## src/rtl/tx_stage_pkg.sv

```systemverilog
package tx_stage_pkg;
  typedef enum logic [1:0] {
    SYM_DATA = 2'd0,
    SYM_CTRL = 2'd1,
    SYM_VIOL = 2'd2,
    SYM_FILL = 2'd3
  } sym_kind_e;

  localparam logic [7:0] FILL_BYTE = 8'hBC;
  localparam logic [9:0] FILL_RAW  = 10'h17C;
endpackage

```

## src/rtl/tx_byte_phase.sv

```systemverilog
module tx_byte_phase #(
  parameter int BITS_PER_SYM = 10,
  localparam int CW = $clog2(BITS_PER_SYM)
) (
  input  logic          clk_i,
  input  logic          rst_ni,
  output logic          tick_o,
  output logic [CW-1:0] slot_o
);
  localparam logic [CW-1:0] LAST = CW'(BITS_PER_SYM - 1);

  logic [CW-1:0] cnt_q;

  always_ff @(posedge clk_i or negedge rst_ni) begin
    if (!rst_ni)            cnt_q <= '0;
    else if (cnt_q == LAST) cnt_q <= '0;
    else                    cnt_q <= cnt_q + 1'b1;
  end

  assign tick_o = (cnt_q == LAST);
  assign slot_o = cnt_q;
endmodule

```

## src/rtl/tx_load_ctrl.sv

```systemverilog
module tx_load_ctrl (
  input  logic clk_i,
  input  logic rst_ni,
  input  logic tick_i,
  input  logic load_now_ni,
  input  logic load_next_ni,
  output logic load_o,
  output logic now_used_o
);
  logic pend_q;

  // next-edge request held for one byte period
  always_ff @(posedge clk_i or negedge rst_ni) begin
    if (!rst_ni)     pend_q <= 1'b0;
    else if (tick_i) pend_q <= ~load_next_ni;
  end

  assign now_used_o = ~load_now_ni;
  assign load_o     = now_used_o | pend_q;
endmodule

```

## src/rtl/tx_sym_reg.sv

```systemverilog
module tx_sym_reg
  import tx_stage_pkg::*;
#(
  parameter int DATA_W = 8,
  localparam int RAW_W = DATA_W + 2
) (
  input  logic              clk_i,
  input  logic              rst_ni,
  input  logic              tick_i,
  input  logic              load_i,
  input  logic              bypass_i,
  input  logic [DATA_W-1:0] data_i,
  input  logic              ctrl_i,
  input  logic              viol_i,
  output logic [1:0]        kind_o,
  output logic [DATA_W-1:0] byte_o,
  output logic [RAW_W-1:0]  raw_o
);
  sym_kind_e         kind_d, kind_q;
  logic [DATA_W-1:0] byte_d, byte_q;
  logic [RAW_W-1:0]  raw_d, raw_q;
  logic [RAW_W-1:0]  raw_word;

  // sent order: flag first, payload LSB..MSB, violation last
  assign raw_word[0]       = ctrl_i;
  assign raw_word[RAW_W-1] = viol_i;
  for (genvar g = 0; g < DATA_W; g++) begin : g_raw_map
    assign raw_word[g+1] = data_i[g];
  end

  always_comb begin
    kind_d = SYM_FILL;
    byte_d = FILL_BYTE;
    raw_d  = '0;
    if (!load_i) begin
      if (bypass_i) raw_d = FILL_RAW;
    end else if (bypass_i) begin
      kind_d = SYM_DATA;
      byte_d = data_i;
      raw_d  = raw_word;
    end else if (viol_i) begin
      kind_d = SYM_VIOL;
      byte_d = '0;
    end else begin
      kind_d = ctrl_i ? SYM_CTRL : SYM_DATA;
      byte_d = data_i;
    end
  end

  always_ff @(posedge clk_i or negedge rst_ni) begin
    if (!rst_ni) begin
      kind_q <= SYM_FILL;
      byte_q <= FILL_BYTE;
      raw_q  <= '0;
    end else if (tick_i) begin
      kind_q <= kind_d;
      byte_q <= byte_d;
      raw_q  <= raw_d;
    end
  end

  assign kind_o = kind_q;
  assign byte_o = byte_q;
  assign raw_o  = raw_q;
endmodule

```

## src/rtl/tx_rd_strobe.sv

```systemverilog
module tx_rd_strobe #(
  parameter int BITS_PER_SYM = 10,
  parameter int RD_LOW_SLOTS = 6,
  localparam int CW = $clog2(BITS_PER_SYM)
) (
  input  logic          clk_i,
  input  logic          rst_ni,
  input  logic          tick_i,
  input  logic [CW-1:0] slot_i,
  input  logic          arm_i,
  output logic          rd_no
);
  logic arm_q;
  logic rd_q;

  always_ff @(posedge clk_i or negedge rst_ni) begin
    if (!rst_ni) begin
      arm_q <= 1'b0;
      rd_q  <= 1'b1;
    end else if (tick_i) begin
      arm_q <= arm_i;
      rd_q  <= ~arm_i;
    end else begin
      // slot_i + 1 is the slot entered on this edge
      rd_q <= ~(arm_q && ((int'(slot_i) + 1) < RD_LOW_SLOTS));
    end
  end

  assign rd_no = rd_q;
endmodule

```

## src/rtl/tx_input_stage.sv

```systemverilog
module tx_input_stage #(
  parameter int BITS_PER_SYM = 10,
  parameter int RD_LOW_SLOTS = 6,
  parameter int DATA_W       = 8,
  localparam int CW    = $clog2(BITS_PER_SYM),
  localparam int RAW_W = DATA_W + 2
) (
  input  logic              clk_i,
  input  logic              rst_ni,
  input  logic [DATA_W-1:0] data_i,
  input  logic              ctrl_i,
  input  logic              viol_i,
  input  logic              load_now_ni,
  input  logic              load_next_ni,
  input  logic              bypass_i,
  output logic              byte_tick_o,
  output logic [1:0]        sym_kind_o,
  output logic [DATA_W-1:0] sym_byte_o,
  output logic [RAW_W-1:0]  raw_o,
  output logic              rd_strobe_no
);
  logic          tick;
  logic [CW-1:0] slot;
  logic          load;
  logic          now_used;

  tx_byte_phase #(.BITS_PER_SYM(BITS_PER_SYM)) u_phase (
    .clk_i (clk_i),
    .rst_ni(rst_ni),
    .tick_o(tick),
    .slot_o(slot)
  );

  tx_load_ctrl u_load (
    .clk_i       (clk_i),
    .rst_ni      (rst_ni),
    .tick_i      (tick),
    .load_now_ni (load_now_ni),
    .load_next_ni(load_next_ni),
    .load_o      (load),
    .now_used_o  (now_used)
  );

  tx_sym_reg #(.DATA_W(DATA_W)) u_sym (
    .clk_i   (clk_i),
    .rst_ni  (rst_ni),
    .tick_i  (tick),
    .load_i  (load),
    .bypass_i(bypass_i),
    .data_i  (data_i),
    .ctrl_i  (ctrl_i),
    .viol_i  (viol_i),
    .kind_o  (sym_kind_o),
    .byte_o  (sym_byte_o),
    .raw_o   (raw_o)
  );

  tx_rd_strobe #(
    .BITS_PER_SYM(BITS_PER_SYM),
    .RD_LOW_SLOTS(RD_LOW_SLOTS)
  ) u_rd (
    .clk_i (clk_i),
    .rst_ni(rst_ni),
    .tick_i(tick),
    .slot_i(slot),
    .arm_i (now_used),
    .rd_no (rd_strobe_no)
  );

  assign byte_tick_o = tick;
endmodule

```

## config.mk

```make
export PLATFORM = sky130hd
export DESIGN_NAME = tx_input_stage
export DESIGN_NICKNAME = d
export VERILOG_FILES = /design/src/rtl/tx_stage_pkg.sv /design/src/rtl/tx_byte_phase.sv /design/src/rtl/tx_load_ctrl.sv /design/src/rtl/tx_sym_reg.sv /design/src/rtl/tx_rd_strobe.sv /design/src/rtl/tx_input_stage.sv
export SDC_FILE = /design/constraint.sdc
export NUM_CORES = 1
export LEC_CHECK = 0
export ABC_AREA = 0
export BUFFER_PORTS_ARGS = -buffer_cell sky130_fd_sc_hd__buf_4
export CORE_MARGIN = 3
export CORE_UTILIZATION = 40
export DETAILED_ROUTE_END_ITERATION = 7
export GPL_TIMING_DRIVEN = 0
export MAX_ROUTING_LAYER = met4
export PLACE_DENSITY = 0.76
export REMOVE_ABC_BUFFERS = 1
export SLEW_MARGIN = 20
export SYNTH_ARGS = -nofsm -noshare
export SYNTH_HDL_FRONTEND = slang
export SYNTH_SLANG_ARGS = --single-unit
export TNS_END_PERCENT = 5
```

## constraint.sdc

```tcl
create_clock -name clk_i -period 1.5 [get_ports clk_i]
set_clock_uncertainty 0.05 [all_clocks]
set_input_delay 0.375 -clock clk_i [delete_from_list [all_inputs] [get_ports clk_i]]
set_output_delay 0.375 -clock clk_i [all_outputs]
set_load 0.005 [all_outputs]
```

Yosys cells after proc, flatten, opt, wreduce, memory -nomap -nowiden:

Index checks and enable logic that the tools add are counted.

* register bits: 27
* input bits: 15
* output and inout port bits: 22
* word-level logic and storage cells: 28

* add/subtract/negate cells: 2
* magnitude comparators: 1
* equality and inequality tests: 1
* muxes and demuxes: 12
* bitwise logic cells: 4
* reductions and logical operators: 1

Operator list (count)
* $lt 32x4->1 const B: 1
* $mux 8: 3
* $mux 10: 2
* $mux 9: 1
* $mux 2: 3
* $add 4x1->5 const B: 1
* $add 4x1->4 const B: 1
* $eq 4x4->1 const B: 1
* $mux 4: 1
* $not 1->1: 3
* $mux 1: 2
* $logic_and 1x1->1: 1
* $or 1x1->1: 1

Depth between registers and ports, before layout:

* depth in word-level cells: 5
* gate-level depth with buffers: 7
* depth with buffers taken out: 5

Hierarchy:

Synthesis repeated with hierarchy kept, for this count alone.

* cells, all modules: 119
* area, all modules: 1191.1 um2

Modules (own cells, without submodules)
* tx_sym_reg: times used 1, cells each 88, area each 853.3 um2, sequential area each 509.2 um2
* tx_byte_phase: times used 1, cells each 15, area each 171.4 um2, sequential area each 100.1 um2
* tx_rd_strobe: times used 1, cells each 11, area each 120.1 um2, sequential area each 51.3 um2
* tx_load_ctrl: times used 1, cells each 5, area each 46.3 um2, sequential area each 25.0 um2

Least setup slack after synthesis:

No wires, ideal clock.

* kind: register to output
* start point: register u_phase.cnt_q[1], in the netlist u_phase.slot_o[1]
* end point: output byte_tick_o
* arrival: 1.002 ns
* data required time: 1.075 ns
* slack: 0.073 ns
* stages on the path, launching flop included: 6
* buffers on the path: 1
* cells stage by stage: dfrtp_1 > inv_1 > ha_1 > nand3b_4 > buf_2 > inv_1

* word-level cells in the longest chain between the ends: 1

Ends and longest elaborated chain
* start, declared: RTL line tx_byte_phase.sv:12 `logic [CW-1:0] cnt_q;`
* start signal, assigned: RTL line tx_byte_phase.sv:17 `else cnt_q <= cnt_q + 1'b1;`
* $eq 4x4->1: RTL line tx_byte_phase.sv:20 `assign tick_o = (cnt_q == LAST);`
* end, declared: RTL line tx_input_stage.sv:16 `output logic byte_tick_o,`

Every way passes these cells.

Worst setup path in the final report:

* start point: register u_phase.cnt_q[0], in the netlist u_phase.slot_o[0]
* end point: output byte_tick_o

The elaborated chain is that of the path after synthesis.

==> flow_metrics.py <==
metrics = {
    "floorplan": {
        "num_rows": 19,
        "ios": 37,
        "die_w_microns": 61.3,
        "die_h_microns": 61.3,
        "die_area_sq_um": 3750,
        "fp.coreArea_sq_um": 2830,
        "initial_core_util_pct": 43.2,
    },
    "drt": {
        "num_vias": 1006,
        "drt_iter0_markers": 26,
        "wl_per_cell_microns": 15.6,
        "post-route-drc-count": 0,
        "avgViaCountPerCell": 5.41,
        "drt-pass1-iter-count": 4,
        "routed_wl_microns": 2910,
        "antenna_left": 0,
    },
    "synthesis": {
        "synth_area_sq_um": 1220,
        "ys_ff_latch": 27,
        "netlist_instances": 113,
        "syn_area_per_cell_sq_um": 10.8,
        "synth.distinct_cells": 25,
        "synth-seq-area-share_pct": 56.1,
        "synth_warnings": 0,
    },
    "pwr": {
        "irDropWorstVdd_v": 0.000406,
        "power_density_nw_per_um2": 796,
        "power_leakage_uw": 0.000756,
    },
    "place": {
        "place_hpwl_microns": 1940,
        "numPortBuffers": 36,
        "dpl-instance-area_sq_um": 1480,
        "gp_congestion": 0.712,
    },
    "status": {
        "violations": "negative setup slack",
        "status": "complete, but fails checks",
    },
    "sta": {
        "slew_headroom_pct": 75.5,
        "max_freq_ghz": 0.613,
        "fin_crit_sh_pct": 109,
        "setup_slack_ns": -0.130,
        "fin_crit_ns": 1.63,
        "tightest_slew_ns": 0.366,
        "hold_ws_ns": 0.191,
        "final_hold_viol_count": 0,
        "grt_setup_unrepaired": "true",
        "maxSlewViolCount": 0,
        "setup_violations": 7,
    },
    "flow_run": {
        "cap_violations": 0,
    },
    "worst_setup_path": {
        "criticalPathCategory": "reg -> out",
        "crit_family": "flip-flops",
        "critPathSlowestCell": "dfrtp_2",
        "critical_path_required_ns": 1.07,
        "arrival_ns": 1.21,
        "crit_chain": "ha_4 -> nand3b_4 -> inv_2 -> buf_6",
        "crit_buf_inv": 2,
        "critical_path.startpoint_type": "flip-flop",
        "critPathCaptureType": "output pin",
        "cp_max_fo": 5,
        "max_stage_delay_ns": 0.48,
    },
    "layout": {
        "fin_util_pct": 57.1,
        "layout-drive-gt1-share_pct": 41.9,
        "layout.nets": 173,
        "syn_to_final_growth_pct": 32.2,
        "design_area_sq_um": 1610,
        "insertedDiodeCount": 0,
    },
    "cts": {
        "path_clk_slew_ns": 0.14,
        "numCtsBuffers": 3,
        "htree_levels": 1,
        "clk_root_buffer_cell": "clkbuf_4",
        "ctsLongestPathBuffers": 2,
        "worstSkewPairLatency_ns": 0.32,
        "cts_tree": "built",
        "clkSinkCount": 27,
    },
    "hold_path": {
        "hold_path_class": "in -> reg",
    },
    "global_route": {
        "grt_max_degree": 28,
        "track_usage_pct": 17.9,
        "antenna_found_initial": 0,
        "grt_pass1_vias": 1140,
        "grt_pass1_wl_microns": 4880,
        "grt_overflow_total": 0,
    },
}
## stage by stage
step / total power, uW / cells / setup TNS (ns) / worst slack [ns]
after floorplan: 863 / 106 / -0.103 / -0.0394
after global placement: 975 / 173 / -1.51 / -0.276
after detailed placement: 984 / 173 / -2.98 / -0.357
after CTS: 1290 / 185 / -0.185 / -0.118
after global routing: 1350 / 186 / -1.71 / -0.189
final: 1280 / 186 / -0.250 / -0.130
## state kept, by name (all words and copies together) (netlist names)
| name | flops |
|---|---|
| u_phase.slot_o | 4 |
| u_rd.rd_no | 1 |
| u_sym.raw_o | 10 |
| u_load.pend_q | 1 |
| u_sym.kind_o | 2 |
| u_rd.arm_q | 1 |
| u_sym.byte_o | 8 |
## metal layers
metal,share of wire (%),up-vias,global-route usage (%)
met5,0,-,-
met4,0.45,0,4.64
met3,4.8,2,2.73
met2,54,29,33.5
met1,41,492,19.4
li1,-,483,-
## where the power goes
group / switching (uW) / internal [uW]
clock network: 209 / 104
registers: 22.4 / 778
logic: 73.8 / 97.5
total: 305 / 980
## cell usage in the layout, fill, tap and decap left out, drive strengths merged
master	netlist	final
and2b	1	1
nor2	3	3
dfrtp	19	19
nand2b	4	4
buf	7	42
inv	3	3
and3	1	1
nor2b	1	1
a2bb2oi	1	1
dlygate4sd3	0	1
nand2	17	17
nor3b	3	3
clkbuf	0	4
and4	1	1
mux2i	1	1
xnor2	1	1
a21o	1	1
dfstp	8	8
o32a	1	1
a21oi	9	9
o21ai	21	21
nand3b	1	3
ha	2	2
a22o	7	7
## cell families after synthesis
logic type	synth area share, %
multiplexers	0.820
flip-flops	56.1
AO/OA/AOI/OAI	19.5
adder cells (fa/ha/maj)	2.05
XOR/XNOR	0.717
buffers and inverters	5.33
AND/OR/NAND/NOR	15.5
## timing repair
item,CTS,global route
cloned,2,0
setup buffers,5,1
resized for setup,9,2
pin swaps,1,4
hold endpoints to repair,19,0
setup endpoints to repair,26,21
hold buffers,1,0
## area by class of cell
| class | count | area [sq um] |
|---|---|---|
| flip-flops and latches | 27 | 689 |
| fillers | 245 | 1210 |
| repair buffers | 43 | 337 |
| clock buffers | 4 | 26.3 |
| inverters | 3 | 11.3 |
| well taps | 31 | 38.8 |
| multi-input cells | 78 | 512 |
## synth_stat cells
cell	n	share of area, %
o21ai_0	21	8.6
dfrtp_1	19	39
nand2_1	17	5.2
a21oi_1	9	3.7
dfstp_2	8	17
a22o_1	7	5.0
buf_2	4	1.6
nand2b_1	4	2.0
buf_6	3	2.8
inv_1	3	0.92
nor2_1	3	0.92
ha_1	2	2.0
a21o_1	1	0.61
a2bb2oi_1	1	0.72
and2b_2	1	0.72
and3_1	1	0.51
and4_1	1	0.72
mux2i_1	1	0.82
nand3b_4	1	1.6
nor2b_1	1	0.51
nor3b_1	1	0.61
nor3b_2	1	1.0
nor3b_4	1	1.5
o32a_1	1	0.82
xnor2_1	1	0.72
## worst paths after layout
path,end,slack [ns],startpoint,depth (start not counted)
min in group asynchronous,u_phase.slot_o[3],0.44,rst_ni,2
setup / recovery,byte_tick_o,-0.13,u_phase.slot_o[0],4
setup reg to reg,u_rd.rd_no,-0.08,u_phase.slot_o[1],5
max in group asynchronous,u_sym.byte_o[3],0.67,rst_ni,2
hold / removal,u_load.pend_q,0.19,load_next_ni,2
hold reg to reg,u_sym.kind_o[1],0.42,u_sym.kind_o[1],2
## worst register-to-register path, delay by kind of cell (launching register included)
family | cells | cell delay (ns)
flops | 1 | 0.42
compound gates | 1 | 0.34
simple gates | 2 | 0.34
fa+ha+maj | 1 | 0.23
buf+inv | 1 | 0.15
No activity file was read; power rests on OpenSTA's default activity.
